## src/rtl/fpu_opcode_capture.sv

```systemverilog
`timescale 1ns/1ps
module fpu_opcode_capture #(
  parameter int BYTE_W = 8,
  parameter int HI_W = 3,
  parameter logic [BYTE_W-1:0] WAIT_BYTE = 8'h9B
) (
  input  logic                   clk,
  input  logic                   rst_n,
  input  logic                   pf_valid,
  input  logic [BYTE_W-1:0]      pf_byte0,
  input  logic [BYTE_W-1:0]      pf_byte1,
  input  logic                   ex_valid,
  input  logic [HI_W-1:0]        ex_lo3,
  input  logic [BYTE_W-1:0]      ex_byte1,
  input  logic                   ex_ctrl,
  input  logic                   ex_fault,
  input  logic [1:0]             reg_sel,
  input  logic                   reg_wr,
  input  logic [HI_W+BYTE_W-1:0] reg_wdata,
  output logic [HI_W+BYTE_W-1:0] reg_rdata,
  input  logic                   env_store,
  output logic [HI_W+BYTE_W-1:0] env_store_op,
  input  logic                   env_load,
  input  logic [HI_W+BYTE_W-1:0] env_load_op
);
  localparam int OP_W = HI_W + BYTE_W;
  localparam logic [1:0] SEL_PF  = 2'd0;
  localparam logic [1:0] SEL_EX  = 2'd1;
  localparam logic [1:0] SEL_EXC = 2'd2;
  localparam logic [OP_W-1:0] WAIT_CODE = {{HI_W{1'b0}}, WAIT_BYTE};

  logic [OP_W-1:0] pf_q, ex_q, exc_q;
  logic [OP_W-1:0] pf_enc, ex_enc;
  logic            ex_take, exc_cap, exc_wr;

  assign pf_enc  = (pf_byte0 == WAIT_BYTE) ? WAIT_CODE : {pf_byte0[HI_W-1:0], pf_byte1};
  assign ex_enc  = {ex_lo3, ex_byte1};
  assign ex_take = ex_valid && !ex_ctrl;
  assign exc_cap = ex_take && ex_fault;
  assign exc_wr  = reg_wr && (reg_sel == SEL_EXC);

  always_ff @(posedge clk) begin
    if (!rst_n) begin
      pf_q <= '0;
      ex_q <= '0;
    end else begin
      if (pf_valid) pf_q <= pf_enc;
      if (ex_take)  ex_q <= ex_enc;
    end
  end

  always_ff @(posedge clk) begin
    if (!rst_n)        exc_q <= '0;
    else if (exc_cap)  exc_q <= ex_enc;
    else if (env_load) exc_q <= env_load_op;
    else if (exc_wr)   exc_q <= reg_wdata;
  end

  always_ff @(posedge clk) begin
    if (!rst_n)         env_store_op <= '0;
    else if (env_store) env_store_op <= exc_q;
  end

  always_comb begin
    case (reg_sel)
      SEL_PF:  reg_rdata = pf_q;
      SEL_EX:  reg_rdata = ex_q;
      SEL_EXC: reg_rdata = exc_q;
      default: reg_rdata = '0;
    endcase
  end

  AST_WAIT_CODE: assert property (@(posedge clk) disable iff (!rst_n)
    (pf_valid && pf_byte0 == WAIT_BYTE) |=> (pf_q == WAIT_CODE));
  AST_CTRL_KEEPS_EX: assert property (@(posedge clk) disable iff (!rst_n)
    (ex_valid && ex_ctrl) |=> $stable(ex_q));
  AST_CTRL_KEEPS_PF: assert property (@(posedge clk) disable iff (!rst_n)
    !pf_valid |=> $stable(pf_q));
  AST_EXC_QUIET: assert property (@(posedge clk) disable iff (!rst_n)
    (!(ex_valid && ex_fault) && !env_load && !reg_wr) |=> $stable(exc_q));
  AST_HW_WINS: assert property (@(posedge clk) disable iff (!rst_n)
    (ex_valid && !ex_ctrl && ex_fault && (env_load || reg_wr))
      |=> (exc_q == {$past(ex_lo3), $past(ex_byte1)}));
  AST_STORE_COPY: assert property (@(posedge clk) disable iff (!rst_n)
    env_store |=> (env_store_op == $past(exc_q)));
  AST_STORE_HOLD: assert property (@(posedge clk) disable iff (!rst_n)
    !env_store |=> $stable(env_store_op));
  AST_SEL3_ZERO: assert property (@(posedge clk) disable iff (!rst_n)
    (reg_sel == 2'd3) |-> (reg_rdata == '0));
endmodule

```

## config.mk

```make
export PLATFORM = sky130hd
export DESIGN_NAME = fpu_opcode_capture
export DESIGN_NICKNAME = d
export VERILOG_FILES = /design/src/rtl/fpu_opcode_capture.sv
export SDC_FILE = /design/constraint.sdc
export NUM_CORES = 1
export LEC_CHECK = 0
export BUFFER_PORTS_ARGS = -buffer_cell sky130_fd_sc_hd__buf_4
export CORE_AREA = 2 2 73 75
export DETAILED_ROUTE_END_ITERATION = 6
export DIE_AREA = 0 0 75 77
export PLACE_DENSITY_LB_ADDON = 0.12
export SYNTH_ARGS = -nofsm -noshare
export SYNTH_HDL_FRONTEND = slang
export SYNTH_SLANG_ARGS = --single-unit
export TNS_END_PERCENT = 5
```

## constraint.sdc

```tcl
create_clock -name clk -period 0.98 [get_ports clk]
set_clock_uncertainty 0.05 [all_clocks]
set_input_delay 0.049 -clock clk [delete_from_list [all_inputs] [get_ports clk]]
set_output_delay 0.049 -clock clk [all_outputs]
set_load 0.01 [all_outputs]
```

== Yosys cells after proc, flatten, opt, wreduce, memory -nomap -nowiden ==
Cells that the tools add are included.
Widths: inputs -> output; s select.

* Flip-flop bits (word level): 44
* Word-level logic and storage cells: 18
* Input port bits: 60

* Multiplexer cells: 5
* Equal/unequal tests: 3
* Reduce and logical (&&, ||, !) cells: 6

{| class="wikitable"
|+ Operators with widths
! kind !! number
|-
| $mux 11 || 4
|-
| $pmux 11 s3 || 1
|-
| $eq 8x8->1 const B || 1
|-
| $logic_and 1x1->1 || 3
|-
| $reduce_bool 3->1 || 1
|-
| $eq 2x1->1 const B || 1
|-
| $eq 2x2->1 const B || 1
|-
| $logic_not 2->1 || 1
|-
| $logic_not 1->1 || 1
|}

== Logic depth before layout (Yosys ltp) ==
Gate-level depths: netlist of run 1.

* Depth after elaboration: 5
* Gate-level depth with buffers: 5

== Least setup slack after synthesis of run 1 ==
No wires, ideal clock.

* Kind: input -> register
* Start: in env_load
* End: reg exc_q[2]
* Required time: 0.813 ns
* Path buffers: 2
* Data arrival time: 0.906 ns
* Path slack: -0.093 ns
* Stages on the path: 4
* Setup time: 0.117 ns
* Cells stage by stage: clkbuf_1 > buf_2 > or3_1 > a32o_1

* Longest elaborated chain between the ends: 2

{| class="wikitable"
|+ RTL lines
! element !! RTL line !! source
|-
| start, declared || 23 || <nowiki>input logic env_load,</nowiki>
|-
| $mux 11 || 55 || <nowiki>else if (env_load) exc_q <= env_load_op;</nowiki>
|-
| $mux 11 || 54 || <nowiki>else if (exc_cap) exc_q <= ex_enc;</nowiki>
|-
| end signal, assigned || 54 ||
|-
| end signal, assigned || 55 ||
|-
| end signal, assigned || 56 || <nowiki>else if (exc_wr) exc_q <= reg_wdata;</nowiki>
|-
| end, declared || 32 || <nowiki>logic [OP_W-1:0] pf_q, ex_q, exc_q;</nowiki>
|}

Several ways; a longest one is shown, not always the timed one.
A chain may end at the register's enable or synchronous reset.

== Worst setup path in the final report of run 1 ==
* Start: reg exc_q[4]
* End: out reg_rdata[4]

* Longest elaborated chain between the ends: 1

{| class="wikitable"
|+ RTL lines
! element !! RTL line !! source
|-
| $pmux 11 s3 || 65 || <nowiki>case (reg_sel)</nowiki>
|-
| end, declared || 20 || <nowiki>output logic [HI_W+BYTE_W-1:0] reg_rdata,</nowiki>
|}

Every way passes these cells.

==> impl_metrics.py, run 1 <==
metrics = {
    "global_routing": {
        "grt_pass1_vias": 1918,
        "grt_antenna_before_repair": 0,
        "grt_pass1_wl_um": 8997,
        "grt_max_degree": 32,
        "grt_usage": 0.2004,
        "overflow": 0,
    },
    "power": {
        "clkPwrFrac": 0.321,
        "pwr-share-comb": 0.214,
        "swShare": 0.2437,
        "p_switching_mw": 1.029,
        "p_int_mw": 3.193,
        "cellLeakagePower_nw": 1.431,
        "vdd.ir_drop.worst_uv": 742.6,
        "power_frac_seq": 0.465,
        "total_power_mw": 4.222,
        "powerDensity_nw_per_um2": 1325,
    },
    "cells_and_area": {
        "syn2layout_area_growth_pct": 48.72,
        "drive_above_1_share": 0.3256,
        "fin_area_um2": 3186,
        "fin_util": 0.6400,
        "fillerInstances": 452,
        "num_antenna_cells": 0,
        "final_nets": 406,
        "fin_cells": 417,
    },
    "place": {
        "dpl_worst_slack_ps": -280.3,
        "place_inst": 391,
        "io_buffers": 81,
        "gp_congestion": 0.8392,
        "postPlaceCellArea_um2": 2883,
        "hpwl_um": 4185,
    },
    "timing": {
        "fin_crit_ps": 1217,
        "hold_viol_final": 0,
        "slew_headroom": 0.7136,
        "slew_viol_final": 0,
        "rsz0062_at_grt": "yes",
        "final-setup-viol-count": 22,
        "fin_tns_setup_ps": -3025,
        "worst-slew-pin-transition_ps": 427.7,
        "max_freq_mhz": 821.4,
        "setup_slack_ps": -237.5,
        "fin_crit_sh": 1.242,
        "whs_ps": 49.72,
    },
    "die": {
        "dieHeight_um": 77,
        "start_util": 0.4304,
        "io_pins": 82,
        "row_count": 26,
        "coreArea_um2": 4977,
        "fp.dieW_um": 75,
        "die_area_um2": 5775,
    },
    "synthesis": {
        "synth-warning-count": 0,
        "synth_top_cell_by_area": "dfxtp_1",
        "synth_area_leaders": "dfxtp_1, mux2i_1, nand2_1, o21ai_0, nor2b_1",
        "ys_seq_area_frac": 0.4112,
        "yosysMostFrequentCell": "dfxtp_1",
        "synth_top_area_share": 0.4112,
        "syn_avg_cell_area_um2": 8.851,
        "syn-cell-area_um2": 2142,
        "synth_edf_count": 0,
        "syn_inst": 242,
        "synth.distinct_cells": 20,
        "synth_fp_nets": 302,
        "ys_async_sr_fraction": 0,
        "synth-seq-cells": 44,
        "ys.flop_type": "dfxtp_1",
        "ys_top_cells_by_count": "dfxtp_1, nand2_1, mux2i_1, o21ai_0, nor2b_1",
    },
    "clocking": {
        "worst_setup_hold_path_clk_slew_ps": 80,
        "cts_root_buffer": "clkbuf_8",
        "clkSinkCount": 44,
        "clkLatencyLatePin_ps": 290,
        "numCtsBuffers": 5,
        "htreeDepth": 2,
        "cts_tree": "done",
        "clockBufferDepth": 2,
    },
    "run": {
        "cap_violations": 0,
    },
    "critical_path": {
        "cp.arrival_ps": 1120,
        "worstSetupEndpointType": "output port",
        "worstSetupStartpointType": "register",
        "required_ps": 880,
        "crit_fanout": 2,
        "critPathKind": "register to output port",
    },
    "drt": {
        "viasPerCell": 4.990,
        "vias": 2081,
        "postRouteAntennaNets": 0,
        "dr.pass1.iters": 4,
        "wl_um": 5634,
        "route.detailed.drc": 0,
        "wl_per_cell_um": 13.51,
        "dr.first_iter.drc_count": 90,
    },
    "run_status": {
        "outcome": "complete, but fails checks",
        "violations": "setup timing",
    },
    "min_path": {
        "hold_path.class": "input pin to register",
    },
}
==> path summary, 6_finish.rpt <==
| check | from | endpoint | slack (ps) | depth (start not counted) |
|---|---|---|---|---|
| worst min-delay path | pf_valid | pf_q[1] | 50 | 2 |
| worst min register to register | ex_q[5] | ex_q[5] | 420 | 2 |
| worst max-delay path | exc_q[4] | reg_rdata[4] | -240 | 4 |
| worst max register to register | exc_q[10] | exc_q[10] | -100 | 2 |
==> sequential cells by signal, indices dropped and copies added, names as in the netlist <==
signal	count
env_store_op	11
exc_q	11
pf_q	11
ex_q	11
==> cells by family (layout without fill, tap and decap cells) <==
kind of cell | after synthesis | after routing | share of synthesized area
AOI/OAI and AO/OA | 70 | 70 | 0.2091
buffers and inverters | 21 | 126 | 0.04556
muxes | 34 | 34 | 0.1589
and+or+nand+nor | 73 | 73 | 0.1752
DFF | 44 | 44 | 0.4112
==> area by class of cell <==
class | instances | area, um2 | area share
sequential | 44 | 885.9 | 0.2781
clock buffer | 6 | 72.57 | 0.02278
clock inverter | 2 | 35.03 | 0.01100
multi-input combinational | 177 | 1166 | 0.3661
tap | 70 | 87.58 | 0.02749
timing repair buffer | 118 | 938.4 | 0.2946
==> metal layers <==
metal | vias up | wire (um) | global-route usage
met5 | - | 0 | 0
met4 | 0 | 68 | 0.04821
met3 | 9 | 387 | 0.04599
met2 | 80 | 2469 | 0.2974
met1 | 933 | 2709 | 0.2915
li1 | 1059 | - | -
==> layout by cell type (no fill, tap or decap) <==
cell type,instances
clkinv_2,1
or3_1,11
dlygate4sd3_1,18
buf_4,98
and4b_1,1
nand2_1,38
o21ai_1,11
mux2i_1,34
o21a_1,5
nor2b_1,18
clkbuf_1,1
clkbuf_8,5
a21boi_0,12
a21oi_1,15
nor2b_2,1
o21ai_0,16
nand2b_1,1
a32o_1,11
bufinv_16,1
and3b_4,1
and3_1,1
nor4bb_1,1
dfxtp_1,40
buf_6,2
dfxtp_2,4
==> critical path, stage by stage, from the launching register on <==
cell and delay (ps):
dfxtp_1 310, buf_4 130, mux2i_1 170, o21ai_1 80, buf_4 140
==> power groups by stage <==
stage,registers (mW),clock network [mW],logic (mW)
2_1_floorplan,2.00,0,0.401
3_3_place_gp,2.00,0,0.829
3_5_place_dp,2.00,0,0.841
4_1_cts,1.96,1.38,0.905
5_1_grt,1.98,1.45,0.992
6_report,1.96,1.36,0.905
==> timing repair <==
item                                   CTS  global route
setup endpoints to repair               22            22
pin swaps                                0             4
gates resized for setup                  8             9
hold buffers                            18             0
endpoints found under the hold margin   28             0
buffers inserted                         0             0
Power figures use the tool's default switching activity.
==> run 2, diff against run 1 <==
==> constraint.sdc (replaced) <==
create_clock -name clk -period 0.98 [get_ports clk]
set_clock_uncertainty 0.05 [all_clocks]
set_input_delay 0.196 -clock clk [delete_from_list [all_inputs] [get_ports clk]]
set_output_delay 0.196 -clock clk [all_outputs]
set_load 0.01 [all_outputs]
==> impl_metrics.py, run 2 (synthesized netlist as in run 1, its figures left out) <==
metrics = {
    "die": {
        "fp.dieW_um": 75,
        "coreArea_um2": 4977,
        "row_count": 26,
        "io_pins": 82,
        "die_area_um2": 5775,
        "start_util": 0.4304,
        "dieHeight_um": 77,
    },
    "place": {
        "place_inst": 391,
        "hpwl_um": 4136,
        "postPlaceCellArea_um2": 2883,
        "io_buffers": 81,
        "dpl_worst_slack_ps": -322.7,
        "gp_congestion": 0.7464,
    },
    "drt": {
        "vias": 1987,
        "wl_um": 5559,
        "wl_per_cell_um": 13.86,
        "postRouteAntennaNets": 0,
        "route.detailed.drc": 0,
        "viasPerCell": 4.955,
        "dr.pass1.iters": 4,
        "dr.first_iter.drc_count": 83,
    },
    "timing": {
        "hold_viol_final": 0,
        "rsz0062_at_grt": "yes",
        "fin_crit_ps": 1300,
        "max_freq_mhz": 769.4,
        "slew_headroom": 0.7278,
        "worst-slew-pin-transition_ps": 408.3,
        "slew_viol_final": 0,
        "final-setup-viol-count": 31,
        "setup_slack_ps": -319.7,
        "fin_crit_sh": 1.326,
    },
    "global_routing": {
        "grt_pass1_wl_um": 8597,
        "grt_antenna_before_repair": 0,
        "grt_busiest_layer": "met2",
        "use_met3": 0.06176,
        "grt_pass1_vias": 1816,
        "grt_usage": 0.1930,
        "overflow": 0,
        "globalRouteMet2Util": 0.2904,
        "use_met1": 0.2679,
        "grt_max_degree": 34,
    },
    "clocking": {
        "clkSinkCount": 44,
        "worst_setup_hold_path_clk_slew_ps": 90,
        "htreeDepth": 2,
        "numCtsBuffers": 5,
        "clockBufferDepth": 2,
        "ctsHoldBuffers": 0,
        "clkLatencyLatePin_ps": 300,
        "cts_tree": "done",
        "cts_root_buffer": "clkbuf_8",
    },
    "cells_and_area": {
        "final_nets": 390,
        "num_antenna_cells": 0,
        "fin_area_um2": 3147,
        "drive_above_1_share": 0.4139,
        "mostFrequentLayoutCells": "buf_4, nand2_1, mux2i_1",
        "fin_util": 0.6322,
        "fillerInstances": 462,
        "syn2layout_area_growth_pct": 46.90,
        "final_common_cell": "buf_4",
        "fin_cells": 401,
    },
    "critical_path": {
        "critPathBufInv": 1,
        "required_ps": 730,
        "crit_slowest_cell": "dfxtp_2",
        "cp.arrival_ps": 1050,
        "worstSetupStartpointType": "register",
        "worstSetupEndpointType": "output port",
        "critPathMaxStageDelay_ps": 340,
        "crit_family": "flip-flops",
        "crit_fanout": 2,
        "crit_chain": "mux2i_1 > o21ai_1 > buf_4",
        "critPathKind": "register to output port",
    },
    "run_status": {
        "outcome": "complete, but fails checks",
        "violations": "setup timing",
    },
    "min_path": {
        "hold_path.class": "input pin to register",
    },
    "power": {
        "powerDensity_nw_per_um2": 1511,
        "vdd.ir_drop.worst_uv": 713.5,
        "total_power_mw": 4.753,
        "cellLeakagePower_nw": 1.411,
    },
    "run": {
        "cap_violations": 0,
    },
}
run 2: worst register-to-register path: stages (launching register included):
cell,delay (ps)
dfxtp_2,330
buf_4,130
or3_1,360
a32o_1,220
run 2: per-stage QoR:
stage	TNS [ps]	hold slack, ps
after detailed placement	-8786	376.7
final	-4062	70.39
after CTS	-4240	67.91
after global routing	-5419	51.53
after floorplan	-4046	271.8
after global placement	-8145	371.4
run 2: path summary, 6_finish.rpt:
check,from,to,slack [ps],depth (start not counted)
setup / recovery,exc_q[10],reg_rdata[10],-320,3
hold / removal,ex_lo3[0],exc_q[8],70,2
setup reg to reg,exc_q[3],exc_q[3],-210,3
hold reg to reg,ex_q[9],ex_q[9],420,2
run 2: cell type report:
cell class / instances / area [um2] / share of cell area
multi-input combinational: 177 / 1179 / 0.3746
timing repair buffer: 102 / 807.0 / 0.2565
clock buffer: 5 / 68.82 / 0.02187
tap: 70 / 87.58 / 0.02783
clock inverter: 3 / 90.09 / 0.02863
sequential: 44 / 914.6 / 0.2907
run 2: report_power, final:
part / internal [mW] / switching (mW)
clock: 1.27 / 0.634
combinational: 0.499 / 0.346
sequential: 1.92 / 0.0829
total: 3.69 / 1.06
run 2: what timing repair did:
item,CTS,global route
endpoints found under the setup margin,33,38
buffers inserted,1,1
resized for setup,38,12
pin swaps,8,5
run 2: metal layers:
layer | part of all wire | routed length (um)
met1 | 0.47 | 2633
met5 | 0 | 0
met4 | 0.0083 | 46
met2 | 0.45 | 2516
met3 | 0.065 | 363
